===== src/rtl/lane_codesync_pkg.sv =====
package lane_codesync_pkg;
  typedef enum logic [1:0] {
    ST_SEARCH = 2'b00,
    ST_COUNT  = 2'b01,
    ST_LOCKED = 2'b10
  } lane_st_e;

  localparam int NKFLAGS = 5;
  localparam logic [7:0] KB_28_0 = 8'h1C;
  localparam logic [7:0] KB_28_3 = 8'h7C;
  localparam logic [7:0] KB_28_4 = 8'h9C;
  localparam logic [7:0] KB_28_5 = 8'hBC;
  localparam logic [7:0] KB_28_7 = 8'hFC;

  function automatic logic [NKFLAGS-1:0] kdecode(input logic [7:0] b);
    logic [NKFLAGS-1:0] r;
    r[0] = (b == KB_28_0);
    r[1] = (b == KB_28_3);
    r[2] = (b == KB_28_4);
    r[3] = (b == KB_28_5);
    r[4] = (b == KB_28_7);
    return r;
  endfunction
endpackage


===== src/rtl/lane_lock_fsm.sv =====
module lane_lock_fsm
  import lane_codesync_pkg::*;
#(
  parameter int RUN_LEN = 4
) (
  input  logic       clk,
  input  logic       rst_n,
  input  logic       en,
  input  logic       manual,
  input  logic       force_lock,
  input  logic       resync,
  input  logic       relock,
  input  logic       vld,
  input  logic [7:0] byte_in,
  input  logic       is_k,
  input  logic       err,
  output lane_st_e   st
);
  localparam int CW = (RUN_LEN < 2) ? 1 : $clog2(RUN_LEN + 1);

  logic [CW-1:0] run_q;
  logic          comma;
  assign comma = vld && is_k && !err && (byte_in == KB_28_5);

  always_ff @(posedge clk) begin
    if (!rst_n || !en || relock) begin
      st    <= ST_SEARCH;
      run_q <= '0;
    end else if (manual) begin
      st    <= force_lock ? ST_LOCKED : ST_SEARCH;
      run_q <= '0;
    end else if (vld) begin
      unique case (st)
        ST_SEARCH: begin
          if (comma) begin
            st    <= (RUN_LEN == 1) ? ST_LOCKED : ST_COUNT;
            run_q <= CW'(1);
          end
        end
        ST_COUNT: begin
          if (!comma) begin
            st    <= ST_SEARCH;
            run_q <= '0;
          end else if (run_q == CW'(RUN_LEN - 1)) begin
            st    <= ST_LOCKED;
            run_q <= '0;
          end else begin
            run_q <= run_q + 1'b1;
          end
        end
        ST_LOCKED: begin
          if (resync && err) st <= ST_SEARCH;
        end
        default: st <= ST_SEARCH;
      endcase
    end
  end

  assert_state_legal_R2: assert property (@(posedge clk) disable iff (!rst_n)
    st != 2'b11);

  assert_lock_after_comma_R2: assert property (@(posedge clk) disable iff (!rst_n)
    (st == ST_LOCKED && $past(st) == ST_COUNT) |-> $past(comma));

  assert_break_clears_R3: assert property (@(posedge clk) disable iff (!rst_n)
    ($past(en) && !$past(manual) && !$past(relock) && $past(st) == ST_COUNT
     && $past(vld) && $past(err)) |-> st == ST_SEARCH);

  assert_relock_R7: assert property (@(posedge clk) disable iff (!rst_n)
    $past(relock) |-> st == ST_SEARCH);
endmodule


===== src/rtl/lane_kseen.sv =====
module lane_kseen
  import lane_codesync_pkg::*;
(
  input  logic               clk,
  input  logic               rst_n,
  input  logic               en,
  input  logic               clr,
  input  logic               vld,
  input  logic [7:0]         byte_in,
  input  logic               is_k,
  input  logic               err,
  output logic [NKFLAGS-1:0] flags
);
  logic [NKFLAGS-1:0] hit;
  assign hit = (en && vld && is_k && !err) ? kdecode(byte_in) : '0;

  always_ff @(posedge clk) begin
    if (!rst_n || clr) flags <= '0;
    else               flags <= flags | hit;
  end

  assert_clear_wins_R9: assert property (@(posedge clk) disable iff (!rst_n)
    $past(clr) |-> flags == '0);

  assert_sticky_R8: assert property (@(posedge clk) disable iff (!rst_n)
    !$past(clr) |-> (flags & $past(flags)) == $past(flags));

  assert_one_code_R8: assert property (@(posedge clk) disable iff (!rst_n)
    $onehot0(hit));
endmodule


===== src/rtl/link_sync_req.sv =====
module link_sync_req #(
  parameter int NLANES = 4
) (
  input  logic              clk,
  input  logic              rst_n,
  input  logic [NLANES-1:0] lane_en,
  input  logic [NLANES-1:0] lane_locked,
  output logic              sync_req_n
);
  logic all_ok;
  assign all_ok = &(lane_locked | ~lane_en);

  always_ff @(posedge clk) begin
    if (!rst_n) sync_req_n <= 1'b0;
    else        sync_req_n <= all_ok;
  end
endmodule


===== src/rtl/lane_codesync.sv =====
module lane_codesync
  import lane_codesync_pkg::*;
#(
  parameter int NLANES  = 4,
  parameter int RUN_LEN = 4
) (
  input  logic                   clk,
  input  logic                   rst_n,
  input  logic [NLANES-1:0]      ch_valid,
  input  logic [8*NLANES-1:0]    ch_byte,
  input  logic [NLANES-1:0]      ch_is_k,
  input  logic [NLANES-1:0]      ch_err,
  input  logic [NLANES-1:0]      lane_en,
  input  logic [NLANES-1:0]      lane_manual,
  input  logic [NLANES-1:0]      lane_force,
  input  logic [NLANES-1:0]      lane_resync,
  input  logic [NLANES-1:0]      lane_relock,
  input  logic [NLANES-1:0]      kseen_clr,
  output logic                   sync_req_n,
  output logic [2*NLANES-1:0]    lane_state,
  output logic [NKFLAGS*NLANES-1:0] kseen
);
  logic [NLANES-1:0] locked;

  for (genvar i = 0; i < NLANES; i++) begin : g_lane
    lane_st_e st;

    lane_lock_fsm #(.RUN_LEN(RUN_LEN)) i_fsm (
      .clk(clk), .rst_n(rst_n), .en(lane_en[i]), .manual(lane_manual[i]),
      .force_lock(lane_force[i]), .resync(lane_resync[i]),
      .relock(lane_relock[i]), .vld(ch_valid[i]), .byte_in(ch_byte[8*i +: 8]),
      .is_k(ch_is_k[i]), .err(ch_err[i]), .st(st)
    );

    lane_kseen i_kseen (
      .clk(clk), .rst_n(rst_n), .en(lane_en[i]), .clr(kseen_clr[i]),
      .vld(ch_valid[i]), .byte_in(ch_byte[8*i +: 8]), .is_k(ch_is_k[i]),
      .err(ch_err[i]), .flags(kseen[NKFLAGS*i +: NKFLAGS])
    );

    assign lane_state[2*i +: 2] = st;
    assign locked[i]            = (st == ST_LOCKED);
  end

  link_sync_req #(.NLANES(NLANES)) i_req (
    .clk(clk), .rst_n(rst_n), .lane_en(lane_en), .lane_locked(locked),
    .sync_req_n(sync_req_n)
  );

  assert_release_needs_lock_R4: assert property (@(posedge clk) disable iff (!rst_n)
    sync_req_n |-> $past((locked | ~lane_en) == {NLANES{1'b1}}));

  assert_disabled_searching_R4: assert property (@(posedge clk) disable iff (!rst_n)
    $past(!lane_en[0]) |-> lane_state[1:0] == 2'b00);
endmodule


===== config.mk =====
export PLATFORM = sky130hd
export DESIGN_NAME = lane_codesync
export DESIGN_NICKNAME = d
export VERILOG_FILES = /design/src/rtl/lane_codesync_pkg.sv /design/src/rtl/lane_lock_fsm.sv /design/src/rtl/lane_kseen.sv /design/src/rtl/link_sync_req.sv /design/src/rtl/lane_codesync.sv
export SDC_FILE = /design/constraint.sdc
export NUM_CORES = 1
export LEC_CHECK = 0
export BUFFER_PORTS_ARGS = -buffer_cell sky130_fd_sc_hd__buf_2
export CAP_MARGIN = 20
export CORE_MARGIN = 4
export CORE_UTILIZATION = 45
export DETAILED_ROUTE_END_ITERATION = 10
export GPL_ROUTABILITY_DRIVEN = 1
export PLACE_DENSITY = 0.78
export SYNTH_ARGS = -nofsm -noshare
export SYNTH_HDL_FRONTEND = slang
export SYNTH_SLANG_ARGS = --single-unit

===== constraint.sdc =====
create_clock -name clk -period 4.1 [get_ports clk]
set_input_delay 0.205 -clock clk [delete_from_list [all_inputs] [get_ports clk]]
set_output_delay 0.205 -clock clk [all_outputs]
set_load 0.02 [all_outputs]

==> After elaboration in Yosys (flattened, before gate mapping) <==
Index checks and enable logic that the tools add are counted.
{ "totals": {"wordCells": 197, "reg_bits": 41, "inputBits": 70} }
{ "classes": {"muxes": 52, "eq_ne": 48, "n_reduce_logical": 74, "bitwise": 6, "addsub": 4} }
{ "op_table": {"columns": ["cell", "n"], "rows": [
  ["8-bit equality test, second input constant", 12],
  ["2-bit 2-to-1 mux", 28],
  ["3-bit 2-to-1 mux", 12],
  ["8-bit by 5-bit equality test with 1-bit output, second input constant", 4],
  ["8-bit by 7-bit equality test with 1-bit output, second input constant", 4],
  ["1-bit logical AND", 28],
  ["2-bit case mux with 3 select lines", 4],
  ["3-bit case mux with 2 select lines", 4],
  ["5-bit 2-to-1 mux", 4],
  ["5-bit OR", 4],
  ["4-bit AND reduction", 5],
  ["4-bit inequality test, second input constant", 4],
  ["2-bit nonzero test", 8],
  ["3-bit by 1-bit adder with 3-bit output, second input constant", 4],
  ["3-bit by 2-bit equality test with 1-bit output, second input constant", 4],
  ["1-bit logical OR", 12],
  ["3-bit by 2-bit inequality test with 1-bit output, second input constant", 4],
  ["3-bit inequality test, second input constant", 4],
  ["3-bit AND reduction", 4],
  ["1-bit logical NOT", 9],
  ["2-bit by 1-bit equality test with 1-bit output, second input constant", 4],
  ["2-bit equality test, second input constant", 4],
  ["2-bit logical NOT", 4],
  ["2-bit by 1-bit inequality test with 1-bit output, second input constant", 4],
  ["3 further kinds", 6]
]} }

==> Longest topological paths before layout <==
{ "logic_depth": {"ltp_word": 7, "ltp_mapped": 6, "ltp_nobuf": 6} }

==> Modules after synthesis <==
Synthesis repeated with hierarchy kept, for this count alone.
{ "hier_totals": {"cells_unflattened": 282, "hier_area_um2": 2471.1} }
{ "modules_own_cells": {"columns": ["mod", "area_each_um2", "instances", "cells_per_inst"], "rows": [
  ["lane_kseen", 214.0, 4, 25],
  ["lane_lock_fsm at g_lane[2].i_fsm ...", 382.9, 2, 44],
  ["lane_lock_fsm at g_lane[0].i_fsm ...", 364.1, 2, 41],
  ["link_sync_req", 66.3, 1, 8],
  ["lane_codesync", 55.1, 1, 4]
]} }

==> Worst setup path after synthesis <==
Ideal clock, no wire load.
{ "synth_timing": {"kind": "input -> register", "startpoint": "input port ch_byte[25]", "endpoint": "register g_lane[3].i_fsm.run_q[1]", "stages": 5, "required_time_ns": 4.025, "setup_ns": 0.075, "t_arrival_ns": 1.450, "setup_slack_ns": 2.575, "cell_sequence": "or3b_4 -> nor3_4 -> nand2_1 -> or4b_1 -> o22ai_1"} }
{ "synth_between": {"elab_chain_len": 4, "elab_cells_between_ends": 6} }
{ "synth_rtl": {"columns": ["item", "line", "text"], "rows": [
  ["start: declaration", "lane_codesync.sv:10", "input logic [8*NLANES-1:0] ch_byte,"],
  ["8-bit equality test (*)", "lane_lock_fsm.sv:23", "assign comma = vld && is_k && !err && (byte_in == KB_28_5);"],
  ["1-bit logical AND (*)", "lane_lock_fsm.sv:23", null],
  ["3-bit 2-to-1 mux or 2-bit by 1-bit inequality test with 1-bit output (tied branches)", null, null],
  ["3-bit case mux with 2 select lines or 3-bit AND reduction (tied branches)", null, null],
  ["end signal: assignment", "lane_lock_fsm.sv:48", "run_q <= run_q + 1'b1;"],
  ["end: declaration", "lane_lock_fsm.sv:21", "logic [CW-1:0] run_q;"]
]} }
Every way passes the cells marked *; elsewhere a longest branch is shown, timed or not.
A chain may end at the register's enable or synchronous reset.

==> Worst setup path in the final report <==
{ "layout_timing": {"startpoint": "register g_lane[3].i_fsm.run_q[0]", "endpoint": "register g_lane[3].i_fsm.run_q[1]"} }
{ "layout_between": {"elab_chain_len": 4, "elab_cells_between_ends": 5} }
{ "layout_rtl": {"columns": ["item", "line", "text"], "rows": [
  ["3-bit by 1-bit adder with 3-bit output or 3-bit by 2-bit equality test with 1-bit output (tied branches)", "lane_lock_fsm.sv:48, lane_lock_fsm.sv:44", null],
  ["3-bit 2-to-1 mux (*)", "lane_lock_fsm.sv:44", "end else if (run_q == CW'(RUN_LEN - 1)) begin"],
  ["3-bit 2-to-1 mux (*)", "lane_lock_fsm.sv:41", "if (!comma) begin"],
  ["3-bit case mux with 2 select lines (*)", "lane_lock_fsm.sv:33", "unique case (st)"]
]} }
Marked as above.

==> run_results.csv <==
group,metric,value,unit
die,row_count,24,
die,coreArea,4410,µm²
global_routing,grt_max_degree,14,
clock_network,cts-root-buf,"clkbuf_8",
timing,worst_pin_slew,0.597,ns
synthesis,async_flop_share,0,%
worst_setup_path,slowest_delay,0.50,ns
timing,final.min_clock_period,1.45,ns
worst_setup_path,path_max_fanout,4,
timing,relSlewSlack,59.9,%
synthesis,netlist_area,2080,µm²
worst_setup_path,path_buf_inv,0,
clock_network,cts.htree.levels,2,
pwr,power.density,278,nW/µm²
finish,regArea,821,µm²
placed_design,port_buffers,98,
worst_setup_path,start_kind,"flip-flop",
finish,layout-drive-gt1-share,34.3,%
die,pin_count,99,
synthesis,synth_ff_type,"dfxtp_1",
worst_setup_path,cpLargestDelayFamily,"simple AND/OR/NAND/NOR gates",
timing,fin_worst_skew,0.00186,ns
timing,timing.final.hold_violations,0,
placed_design,place.gp.congestion,0.845,
synthesis,synthCells,244,
routing,drtIter0Drc,81,
clock_network,clk_latency,0.29,ns
global_routing,grt.total_usage,18.0,%
worst_setup_path,worstSetupPathType,"reg2reg",
routing,drcViolationCount,0,
synthesis,ys_seq_elements,41,
global_routing,grt_overflow_total,0,
synthesis,synth_nets,318,
routing,vias,2139,
finish,n_antenna_cell,0,
worst_setup_path,critPathArrivalTime,1.68,ns
finish,fin_nets,420,
finish,nFillCells,412,
die,dieArea,5770,µm²
clock_network,path_clk_slew,0.08,ns
routing,drtPass1Iterations,5,
synthesis,synth-edff-count,0,
clock_network,clk_path_buf_depth,2,
finish,area_growth,30.7,%
worst_setup_path,crit_path_cell_trace,"ha_1 -> and2b_1 -> or4b_1 -> o22ai_1",
clock_network,clock-sinks,41,
die,die_w,76.0,µm
worst_setup_path,cp_data_required_time,4.32,ns
min_path,holdCritPathClass,"in2reg",
routing,ant_nets,0,
synthesis,yosys_warnings,0,
global_routing,grt_pass1_vias,2022,
worst_setup_path,slowest_stage,"or4b_1",
global_routing,grt_pass1_wl,8740,µm
clock_network,cts_resized,0,
clock_network,cts-hold-fix-buffers,0,
clock_network,cts_tree,"yes",
timing,fmax,689,MHz
timing,fin_crit_sh,35.4,%
global_routing,antenna_found_initial,0,
placed_design,dp_hpwl,4310,µm
placed_design,dpl_cell_area,2620,µm²
finish,multi_input_area,1210,µm²
timing,rsz0062_at_grt,"no",
timing,setup_tns,0,ns
routing,wirelength,5290,µm
clock_network,post_cts.repair.setup_buffers,0,
run_status,outcome,"completed",
worst_setup_path,setup.worst_path.end_class,"flip-flop",
routing,vias_per_cell,5.36,
die,initial_utilization,47.1,%
routing,wl_per_cell,13.3,µm
timing,drv_slew,0,
timing,setup_violations,0,
clock_network,cts_buffers,5,
run,max_cap_viol_count,0,
synthesis,syn_area_per_cell,8.52,µm²
pwr,p_leak,1.25,nW
synthesis,synth_cell_types,47,
synthesis,seq_area_frac_synth,39.5,%
pwr,ir_worst_vdd,0.133,mV
finish,fin_area,2720,µm²
die,die_h,76.0,µm
## layout make-up
| cell class | instances | share of cell area, % |
|---|---|---|
| Inverter | 9 | 1.24 |
| Sequential cell | 41 | 30.2 |
| Clock buffer | 6 | 3.04 |
| Timing Repair Buffer | 98 | 18.0 |
| Tap cell | 52 | 2.39 |
| Clock inverter | 2 | 0.506 |
| Multi-Input combinational cell | 191 | 44.6 |
## kinds of logic after synthesis
| family | share of synthesized area, % |
|---|---|
| muxes | 2.11 |
| DFF | 39.5 |
| adders and majority gates | 2.41 |
| AOI/OAI and AO/OA | 19.6 |
| and+or+nand+nor | 34.2 |
| buffers and inverters | 2.23 |
## routing by layer
layer | part of all wire, % | GRT usage (%) | vias up
met5 | 0 | 0 | -
met3 | 7.2 | 5.67 | 7
li1 | - | - | 1108
met4 | 1.6 | 7.65 | 0
met2 | 48 | 29.3 | 65
met1 | 43 | 21.6 | 959
## placed cells by master (no fill, tap or decap), drive strengths merged, types with 3 or more instances in the layout
cell type,instances
nand4b,4
clkbuf,6
o21a,4
a21oi,20
nand3b,5
nor3b,5
buf,98
nand2b,10
a41oi,4
nor4,3
nor2,33
inv,9
or2,4
and3b,3
dfxtp,41
a211oi,4
ha,4
a31oi,10
nor2b,8
mux2,3
nand4,3
nand3,4
a21o,3
nand2,14
nor3,9
and3,5
o21ai,7
## state kept, by name, summed over array words and instances (netlist names)
signal                count
g_lane.i_fsm.run_q       12
g_lane.i_fsm.st           8
g_lane.i_kseen.flags     20
i_req.sync_req_n          1
## final timing paths
check        depth (start not counted)                      from  slack (ns)                  endpoint
max                                  4  g_lane[3].i_fsm.run_q[0]        2.65  g_lane[3].i_fsm.run_q[1]
min                                  2            lane_manual[3]        0.12     g_lane[3].i_fsm.st[1]
max reg2reg                          4  g_lane[3].i_fsm.run_q[0]        2.65  g_lane[3].i_fsm.run_q[1]
min reg2reg                          2  g_lane[2].i_fsm.run_q[2]        0.46  g_lane[2].i_fsm.run_q[2]
## cells in the mapped netlist (2+ instances only)
library cell | number | area [µm²]
a21oi_1 | 20 | 100
nor2b_1 | 8 | 50.1
o21a_1 | 4 | 30.0
a211oi_1 | 4 | 30.0
a32oi_1 | 2 | 17.5
a22oi_1 | 2 | 15.0
nor4_1 | 2 | 12.5
and4b_1 | 2 | 20.0
nand2_1 | 14 | 52.6
and3b_1 | 3 | 26.3
nand4b_1 | 2 | 17.5
mux2_2 | 3 | 33.8
nand3_1 | 4 | 20.0
nor3_1 | 8 | 40.0
clkbuf_1 | 2 | 7.51
or2_2 | 4 | 25.0
and2b_1 | 2 | 15.0
and3_1 | 5 | 31.3
dfxtp_1 | 41 | 821
and2_1 | 2 | 12.5
nand4_1 | 3 | 18.8
nor3b_1 | 5 | 37.5
a221oi_1 | 2 | 17.5
nor2_1 | 33 | 124
ha_1 | 4 | 50.1
nand2b_1 | 10 | 62.6
nand3b_1 | 5 | 37.5
a31oi_1 | 10 | 62.6
a21o_1 | 3 | 22.5
a41oi_1 | 4 | 35.0
o21ai_0 | 7 | 35.0
inv_1 | 9 | 33.8
## metrics by stage
stage	power, mW	utilization, %	instances	hold WS (ns)	worst slack (ns)
floorplan	0.439	-	244	0.310	2.58
global placement	0.486	59.4	391	0.427	2.42
detailed placement	0.488	59.4	391	0.432	2.34
CTS	0.761	61.6	399	0.115	2.65
global route	0.786	61.6	399	0.117	2.49
finish	0.755	61.6	399	0.117	2.65
## where the power goes
part / internal [mW] / switching, mW / leakage (nW)
Clock: 0.136 / 0.140 / 0.0512
Sequential: 0.399 / 0.00122 / 0.330
Combinational: 0.0386 / 0.0399 / 0.869
(Power assumes the default switching activity.)
